File: src/rtl/esd_pkg.sv
package esd_pkg;

    localparam int BYTE_W    = 8;
    localparam int NUM_CODES = 4;
    localparam int CODE_IDX_W = $clog2(NUM_CODES);

    localparam logic [BYTE_W-1:0] LEAD_BYTE = {BYTE_W{1'b1}};
    localparam logic [BYTE_W-1:0] FILL_BYTE = {BYTE_W{1'b0}};

    // Index order is also the match priority (lowest index wins).
    localparam int IDX_FS = 0;
    localparam int IDX_FE = 1;
    localparam int IDX_LS = 2;
    localparam int IDX_LE = 3;

    typedef enum logic [1:0] {
        SEEK     = 2'd0,
        SAW_LEAD = 2'd1,
        SAW_FILL = 2'd2,
        AT_MARK  = 2'd3
    } prefix_e;

    typedef enum logic [2:0] {
        CODE_NONE = 3'd0,
        CODE_FS   = 3'd1,
        CODE_FE   = 3'd2,
        CODE_LS   = 3'd3,
        CODE_LE   = 3'd4
    } code_e;

    typedef struct packed {
        logic [BYTE_W-1:0] value;
        logic [BYTE_W-1:0] unmask;
    } marker_cfg_t;

    typedef struct packed {
        logic fs;
        logic fe;
        logic ls;
        logic le;
    } pulse_t;

    function automatic logic marker_hit(input logic [BYTE_W-1:0] b,
                                        input marker_cfg_t c);
        return ((b ^ c.value) & c.unmask) == '0;
    endfunction

    function automatic logic is_reserved(input logic [BYTE_W-1:0] b);
        return (b == LEAD_BYTE) || (b == FILL_BYTE);
    endfunction

    function automatic prefix_e prefix_next(input prefix_e s,
                                            input logic [BYTE_W-1:0] b);
        prefix_e n;
        if (b == LEAD_BYTE)
            n = SAW_LEAD;
        else if (b == FILL_BYTE && s == SAW_LEAD)
            n = SAW_FILL;
        else if (b == FILL_BYTE && s == SAW_FILL)
            n = AT_MARK;
        else
            n = SEEK;
        return n;
    endfunction

    function automatic code_e code_of_index(input int idx);
        code_e c;
        case (idx)
            IDX_FS:  c = CODE_FS;
            IDX_FE:  c = CODE_FE;
            IDX_LS:  c = CODE_LS;
            default: c = CODE_LE;
        endcase
        return c;
    endfunction

endpackage

File: src/rtl/esd_prefix_tracker.sv
module esd_prefix_tracker
    import esd_pkg::*;
(
    input  logic              clk,
    input  logic              rst,
    input  logic              enable,
    input  logic              byte_valid,
    input  logic [BYTE_W-1:0] byte_data,
    output logic              marker_slot,
    output logic              payload_byte
);

    prefix_e st;

    always_ff @(posedge clk) begin
        if (rst || !enable)
            st <= SEEK;
        else if (byte_valid)
            st <= (st == AT_MARK) ? SEEK : prefix_next(st, byte_data);
    end

    assign marker_slot  = byte_valid && (st == AT_MARK);
    assign payload_byte = byte_valid && (st != AT_MARK) && !is_reserved(byte_data);

    // marker position is only reached after two fill bytes following a lead
    p_marker_after_prefix_r2: assert property (@(posedge clk) disable iff (rst)
        (st == AT_MARK && $past(st) != AT_MARK) |->
            ($past(st) == SAW_FILL && $past(byte_valid) && $past(byte_data) == FILL_BYTE));

    // an idle cycle leaves the search state untouched
    p_stall_hold_r10: assert property (@(posedge clk) disable iff (rst)
        (!byte_valid && enable) |=> $stable(st));

    // a lead byte always restarts the prefix
    p_lead_restart_r5: assert property (@(posedge clk) disable iff (rst)
        (enable && byte_valid && st != AT_MARK && byte_data == LEAD_BYTE) |=> (st == SAW_LEAD));

endmodule

File: src/rtl/esd_marker_classifier.sv
module esd_marker_classifier
    import esd_pkg::*;
(
    input  logic [BYTE_W-1:0] byte_data,
    input  marker_cfg_t       cfg [NUM_CODES],
    output logic [NUM_CODES-1:0] hit_vec,
    output code_e             code
);

    for (genvar g = 0; g < NUM_CODES; g++) begin : g_cmp
        assign hit_vec[g] = marker_hit(byte_data, cfg[g]);
    end

    always_comb begin
        code = CODE_NONE;
        for (int i = NUM_CODES - 1; i >= 0; i--) begin
            if (hit_vec[i])
                code = code_of_index(i);
        end
    end

endmodule

File: src/rtl/esd_timing_gen.sv
module esd_timing_gen
    import esd_pkg::*;
(
    input  logic              clk,
    input  logic              rst,
    input  logic              enable,
    input  logic              marker_slot,
    input  logic              payload_byte,
    input  code_e             code,
    input  logic [BYTE_W-1:0] byte_data,
    output pulse_t            pulses,
    output logic              frame_active,
    output logic              line_active,
    output logic              pix_valid,
    output logic [BYTE_W-1:0] pix_data
);

    logic armed;

    always_ff @(posedge clk) begin
        if (rst || !enable) begin
            pulses       <= '0;
            armed        <= 1'b0;
            frame_active <= 1'b0;
            line_active  <= 1'b0;
            pix_valid    <= 1'b0;
            pix_data     <= '0;
        end else begin
            pulses    <= '0;
            pix_valid <= 1'b0;
            if (marker_slot) begin
                unique case (code)
                    CODE_FS: begin
                        pulses.fs   <= 1'b1;
                        line_active <= 1'b0;
                        if (armed)
                            frame_active <= 1'b1;
                    end
                    CODE_FE: begin
                        pulses.fe    <= 1'b1;
                        armed        <= 1'b1;
                        frame_active <= 1'b0;
                        line_active  <= 1'b0;
                    end
                    CODE_LS: begin
                        pulses.ls <= 1'b1;
                        if (frame_active)
                            line_active <= 1'b1;
                    end
                    CODE_LE: begin
                        pulses.le   <= 1'b1;
                        line_active <= 1'b0;
                    end
                    default: ;
                endcase
            end
            if (payload_byte && frame_active && line_active) begin
                pix_valid <= 1'b1;
                pix_data  <= byte_data;
            end
        end
    end

    // never more than one code pulse in a cycle
    p_single_pulse_r4: assert property (@(posedge clk) disable iff (rst)
        $onehot0(pulses));

    // the line window lies inside the frame window
    p_line_in_frame_r7: assert property (@(posedge clk) disable iff (rst)
        line_active |-> frame_active);

    // the frame window only opens on a frame-start code
    p_frame_open_on_fs_r6: assert property (@(posedge clk) disable iff (rst)
        $rose(frame_active) |-> pulses.fs);

    // frame end closes the frame window
    p_fe_closes_r9: assert property (@(posedge clk) disable iff (rst)
        pulses.fe |-> !frame_active);

    // reserved bytes are never strobed as pixels
    p_pix_not_reserved_r8: assert property (@(posedge clk) disable iff (rst)
        pix_valid |-> !is_reserved(pix_data));

    // a pixel is only strobed from inside a line
    p_pix_in_line_r8: assert property (@(posedge clk) disable iff (rst)
        pix_valid |-> $past(line_active));

    // disable empties all timing state
    p_disable_clears_r1: assert property (@(posedge clk) disable iff (rst)
        $past(!enable) |-> (!frame_active && !line_active && !pix_valid && pulses == '0));

endmodule

File: src/rtl/esync_decoder.sv
module esync_decoder
    import esd_pkg::*;
(
    input  logic              clk,
    input  logic              rst,
    input  logic              enable,
    input  logic              in_valid,
    input  logic [BYTE_W-1:0] in_data,
    input  logic [BYTE_W-1:0] fs_value,
    input  logic [BYTE_W-1:0] fs_unmask,
    input  logic [BYTE_W-1:0] fe_value,
    input  logic [BYTE_W-1:0] fe_unmask,
    input  logic [BYTE_W-1:0] ls_value,
    input  logic [BYTE_W-1:0] ls_unmask,
    input  logic [BYTE_W-1:0] le_value,
    input  logic [BYTE_W-1:0] le_unmask,
    output logic              fs_pulse,
    output logic              fe_pulse,
    output logic              ls_pulse,
    output logic              le_pulse,
    output logic              frame_active,
    output logic              line_active,
    output logic              pix_valid,
    output logic [BYTE_W-1:0] pix_data
);

    marker_cfg_t          cfg [NUM_CODES];
    logic                 marker_slot;
    logic                 payload_byte;
    logic [NUM_CODES-1:0] hit_vec;
    code_e                code;
    pulse_t               pulses;

    assign cfg[IDX_FS] = '{value: fs_value, unmask: fs_unmask};
    assign cfg[IDX_FE] = '{value: fe_value, unmask: fe_unmask};
    assign cfg[IDX_LS] = '{value: ls_value, unmask: ls_unmask};
    assign cfg[IDX_LE] = '{value: le_value, unmask: le_unmask};

    esd_prefix_tracker u_prefix (
        .clk          (clk),
        .rst          (rst),
        .enable       (enable),
        .byte_valid   (in_valid),
        .byte_data    (in_data),
        .marker_slot  (marker_slot),
        .payload_byte (payload_byte)
    );

    esd_marker_classifier u_class (
        .byte_data (in_data),
        .cfg       (cfg),
        .hit_vec   (hit_vec),
        .code      (code)
    );

    esd_timing_gen u_timing (
        .clk          (clk),
        .rst          (rst),
        .enable       (enable),
        .marker_slot  (marker_slot),
        .payload_byte (payload_byte),
        .code         (code),
        .byte_data    (in_data),
        .pulses       (pulses),
        .frame_active (frame_active),
        .line_active  (line_active),
        .pix_valid    (pix_valid),
        .pix_data     (pix_data)
    );

    assign fs_pulse = pulses.fs;
    assign fe_pulse = pulses.fe;
    assign ls_pulse = pulses.ls;
    assign le_pulse = pulses.le;

    // a pulse requires a marker slot whose byte hit at least one code
    p_pulse_needs_hit_r11: assert property (@(posedge clk) disable iff (rst)
        (fs_pulse || fe_pulse || ls_pulse || le_pulse) |->
            $past(marker_slot && hit_vec != '0));

endmodule

File: config.mk
export PLATFORM = sky130hd
export DESIGN_NAME = esync_decoder
export DESIGN_NICKNAME = d
export VERILOG_FILES = /design/src/rtl/esd_pkg.sv /design/src/rtl/esd_prefix_tracker.sv /design/src/rtl/esd_marker_classifier.sv /design/src/rtl/esd_timing_gen.sv /design/src/rtl/esync_decoder.sv
export SDC_FILE = /design/constraint.sdc
export NUM_CORES = 1
export LEC_CHECK = 0
export BUFFER_PORTS_ARGS = -buffer_cell sky130_fd_sc_hd__buf_2
export CORE_MARGIN = 4
export CORE_UTILIZATION = 30
export CTS_BUF_LIST = sky130_fd_sc_hd__clkbuf_16
export CTS_CLUSTER_SIZE = 10
export DETAILED_ROUTE_END_ITERATION = 8
export SLEW_MARGIN = 0
export SYNTH_ARGS = -nofsm -noshare
export SYNTH_HDL_FRONTEND = slang
export SYNTH_HIERARCHICAL = 1
export SYNTH_SLANG_ARGS = --single-unit
File: constraint.sdc
create_clock -name clk -period 1.9 [get_ports clk]
set_input_delay 0.285 -clock clk [delete_from_list [all_inputs] [get_ports clk]]
set_output_delay 0.285 -clock clk [all_outputs]
set_load 0.01 [all_outputs]
After elaboration in Yosys (flattened, before gate mapping)
Index checks and enable logic that the tools add are counted.

operators by class
  $add $sub $neg = 0
  $mul = 0
  divide/modulo/power cells = 0
  magnitude comparators = 0
  equality and inequality tests = 11
  shift-type cells = 0
  mux-type cells = 17
  bitwise gates (word level) = 9
  reductions and logical operators = 23

operators by type and width
  operator            number
  $logic_not 8->1     5
  $and 8x8->8         4
  $xor 8x8->8         4
  $mux 3              4
  $eq 8x8->1 const B  1
  $mux 2              4
  $logic_and 1x1->1   7
  $mux 1              7
  $eq 3x2->1 const B  2
  $reduce_and 3->1    2
  $eq 2x2->1 const B  2
  $ne 2x1->1 const B  2
  $pmux 1 s2          2
  $reduce_bool 2->1   2
  $eq 3x1->1 const B  1
  $eq 3x3->1 const B  1
  $reduce_or 3->1     1
  $eq 2x1->1 const B  1
  $logic_not 1->1     2
  $logic_or 1x1->1    2
  $ne 2x2->1 const B  1
  $reduce_and 2->1    1
  $reduce_or 2->1     1
  $not 1->1           1

word-level totals
  bits in registers = 18
  latch bits = 0
  bits in writable memories = 0
  memory bits (read-only) = 0
  output and inout port bits = 15
  word-level logic and storage cells = 70
  memories = 0

Depth between registers and ports, before layout
  depth after elaboration = 11
  depth in mapped cells = 8

Cells and area by module
The synthesis kept the hierarchy.

modules (own cells, without submodules)
  module                 instances  cells each  area an instance (µm²)  seq. area each (µm²)
  esd_timing_gen         1          66          584.3                   320.3
  esd_marker_classifier  1          56          484.2                   0.0
  esd_prefix_tracker     1          20          186.4                   40.0

Least setup slack after synthesis
No wires, ideal clock.

  kind = input-to-reg
  from = in in_data[6]
  to = reg u_timing.line_active
  library setup time = 0.067 ns
  arrival = 1.702 ns
  data required time = 1.833 ns
  setup slack = 0.131 ns
  stages = 7
  path buffers = 0
  cell sequence = xor2_1 -> a22oi_1 -> and4_4 -> o21ba_2 -> or3_1 -> a41o_1 -> a21oi_2

between the ends
  elaborated cells on any way between the ends = 25
  those cells by class = eq/ne: 5; mux: 5; bitwise: 8; reduce/logical: 7

RTL lines
  element                                   line                         text
  start, declared                           esync_decoder.sv:8           input logic [BYTE_W-1:0] in_data,
  $xor 8x8->8 (*)                           esd_pkg.sv:45                return ((b ^ c.value) & c.unmask) == '0;
  $and 8x8->8 (*)                           esd_pkg.sv:45
  $logic_not 8->1 (*)                       esd_pkg.sv:45
  via hit_vec[0]                            esync_decoder.sv:30          logic [NUM_CODES-1:0] hit_vec;
  $mux 3 (*)                                esd_marker_classifier.sv:17  if (hit_vec[i])
  via code[1]                               esync_decoder.sv:31          code_e code;
  $eq 3x1->1, or another cell as far along  esd_timing_gen.sv:32         unique case (code)
  $reduce_or 3->1 (no source line)          --
  $reduce_bool 2->1 (no source line)        --
  $reduce_and 3->1 (no source line)         --
  end signal, assigned                      esd_timing_gen.sv:35         line_active <= 1'b0;
  end signal, assigned                      esd_timing_gen.sv:43         line_active <= 1'b0;
  end signal, assigned                      esd_timing_gen.sv:48         line_active <= 1'b1;
  end, declared                             esd_timing_gen.sv:13         output logic line_active,

Mark *: on every way through the listed nets, which the timed path passes. The rest lies on a longest branch.
A chain may end at the register's enable or synchronous reset.

Worst setup path after layout
Same ends and word-level chain as after synthesis.

==> impl_metrics.json <==
{
  "status": "finished clean",
  "net-switching-power_uw": 258,
  "fin_crit_sh_pct": 93.8,
  "critical_path.top_delay_family": "compound AO/OA/AOI/OAI gates",
  "grt_pass1_wl_mm": 6.12,
  "drv_cap": 0,
  "internal_power_uw": 804,
  "ys_seq_area_share_pct": 28.7,
  "path_class": "in2reg",
  "wl_per_cell_um": 14.2,
  "max_freq_mhz": 561,
  "final_core_util_pct": 47.4,
  "clk-insertion-delay-late_ns": 0.24,
  "p_sw_share_pct": 24.3,
  "core-area_um2": 4030,
  "seq_power_share_pct": 35.7,
  "worstMarginPinSlew_ns": 0.486,
  "die_area_um2": 5280,
  "area_delta_synth_final_pct": 52.1,
  "placed_cell_area_um2": 1830,
  "rsz0062_at_grt": "no",
  "crit_path_end_kind": "register",
  "drt_wl_total_mm": 4.15,
  "cts_tree": "done",
  "grt_overflow": 0,
  "synthArstFlopShare_pct": 0,
  "crit_slowest_cell": "or3_1",
  "fin_area_um2": 1910,
  "mappedNetlistArea_um2": 1250,
  "die_w_um": 72.7,
  "chipHeight_um": 72.7,
  "syn_inst": 142,
  "finalSetupTns_ns": 0,
  "nNetsFinal": 321,
  "rows": 23,
  "cts_made_buffers": 3,
  "hold_viol_final": 0,
  "path_clk_slew_ns": 0.05,
  "required_ns": 2.07,
  "drt_iter0_drc": 37,
  "setup_viol": 0,
  "ys_seq_elements": 18,
  "ctsResizeCount": 0,
  "maxSlewHeadroom_pct": 67.6,
  "antenna_cells": 0,
  "yosysWarnings": 6,
  "first_global_vias": 1382,
  "place_worst_setup_slack_ns": -0.144,
  "track_usage_pct": 14.5,
  "synth_edf_count": 0,
  "synth_cell_types": 35,
  "dr.pass1.iters": 4,
  "port_buffers": 90,
  "startpoint_type": "input pin",
  "start_util_pct": 31.1,
  "syn_nets": 218,
  "cp_cell_sequence": "buf_2, xor2_1, a22oi_1, and4_4, o21ba_2, or3_1, a41o_1, a21oi_2",
  "slew_violations": 0,
  "post_cts_buffers": 0,
  "layout_min_cycle_time_ns": 1.78,
  "cpPeakStageDelay_ns": 0.35,
  "hold_class": "in2reg",
  "root_buffer": "clkbuf_16",
  "place.gp.congestion": 0.842,
  "antenna_found_initial": 0,
  "cts.sinks": 18,
  "avgSynthCellArea_um2": 8.84,
  "dp_hpwl_mm": 3.46,
  "clock_path_buffers": 2,
  "power.clock.fraction_pct": 37.7,
  "vias_per_cell": 4.93,
  "cts_hold_buf": 0,
  "postRouteAntennaNets": 0,
  "vias": 1444,
  "combPwrFrac_pct": 26.5,
  "arrival_ns": 1.95,
  "cp.buffers_inverters": 1,
  "layout-drive-gt1-share_pct": 47.7,
  "final.setup.worst_slack_ns": 0.118,
  "clock_skew_ns": 0.00228,
  "powerDensity_nw_per_um2": 557,
  "path_max_fanout": 5,
  "pin_count": 91,
  "grt_max_degree": 13,
  "synthFlopType": "dfxtp_1",
  "cts_max_level": 1,
  "p_leak_nw": 0.918,
  "ir_drop_v": 0.000311,
  "drcViolationCount": 0
}
==> path summary, 6_finish.rpt <==
kind                                           from                                end  slack (ns)  cells past startpoint
setup / recovery                         in_data[6]  u_timing/line_active$_SDFFE_PP0P_        0.12                      8
hold / removal                             in_valid        u_prefix/st[1]$_SDFFE_PP0P_        0.37                      3
setup reg to reg        u_prefix/st[1]$_SDFFE_PP0P_  u_timing/pix_data[0]$_SDFFE_PP0P_        0.68                      5
hold reg to reg   u_timing/pix_data[3]$_SDFFE_PP0P_  u_timing/pix_data[3]$_SDFFE_PP0P_        0.45                      2
==> synth_stat cells (2+ instances only) <==
master    count  area, um^2
nor2b_1       2        12.5
and3_1        3        18.8
nand4_1       4        25.0
nor4_4        2        42.5
nand2_1      19        71.3
nor2_1        6        22.5
and4_1        3        26.3
dfxtp_1      18         360
and4_4        2        22.5
nand3_1       2        10.0
nand2b_1      3        18.8
xor2_1       32         280
a22oi_1      16         120
a21oi_1       9        45.0
==> area by class of cell <==
cell class,instances,area (um^2)
inverters,2,7.51
clock buffers,3,75.1
flip-flops and latches,18,360
repair buffers,100,526
fillers,412,2120
well taps,50,62.6
multi-input cells,120,878
==> worst register-to-register path, delay by kind of cell (launching register included) <==
kind	cells	cell delay, ns
compound gates	1	0.15
flops	1	0.40
simple gates	4	0.61
==> through the flow <==
step	hold WS, ns	instances	power, mW
3_3_place_gp	0.446	290	0.666
6_report	0.367	293	1.06
4_1_cts	0.360	293	1.08
2_1_floorplan	0.421	142	0.514
5_1_grt	0.373	293	1.12
3_5_place_dp	0.448	290	0.669
==> routing by layer <==
metal / up-vias / track usage [%] / wire length [um]
met3: 0 / 3.72 / 473
met4: 0 / 2.87 / 0
met5: - / 0 / 0
li1: 723 / - / -
met2: 66 / 24.6 / 1880
met1: 655 / 18.6 / 1790
==> power groups by stage <==
stage                     clock network, mW  logic (mW)  registers, mW
after CTS                             0.415       0.284          0.379
after global routing                  0.430       0.308          0.379
final                                 0.401       0.282          0.379
after global placement                    0       0.279          0.387
after detailed placement                  0       0.282          0.387
after floorplan                           0       0.127          0.387
==> cells by family (layout without fill, tap and decap cells) <==
logic type | Yosys count | count (layout) | synth area share (%)
AND/OR/NAND/NOR | 54 | 54 | 28.0
AO/OA/AOI/OAI | 34 | 34 | 19.6
XOR/XNOR | 32 | 32 | 22.3
flip-flops | 18 | 18 | 28.7
buffers and inverters | 4 | 105 | 1.29
==> state kept, by name, summed over array words and instances, names as in the netlist <==
signal,count
u_timing/pix_data,8
u_timing/pulses,4
u_prefix/st,2
u_timing/armed,1
u_timing/frame_active,1
u_timing/line_active,1
u_timing/pix_valid,1
==> cell usage in the layout, fill, tap and decap left out, drive strengths merged, types with 2 or more instances in the layout <==
cell type	Yosys	layout
buf	1	100
xor2	32	32
nand2	19	19
dfxtp	18	18
a22oi	16	16
a21oi	10	10
nor2	6	6
and4	6	6
nand4	4	4
clkbuf	1	3
and3	3	3
nand2b	3	3
nor4	2	2
nor2b	2	2
nand3	2	2
inv	2	2
(Power assumes the default switching activity.)
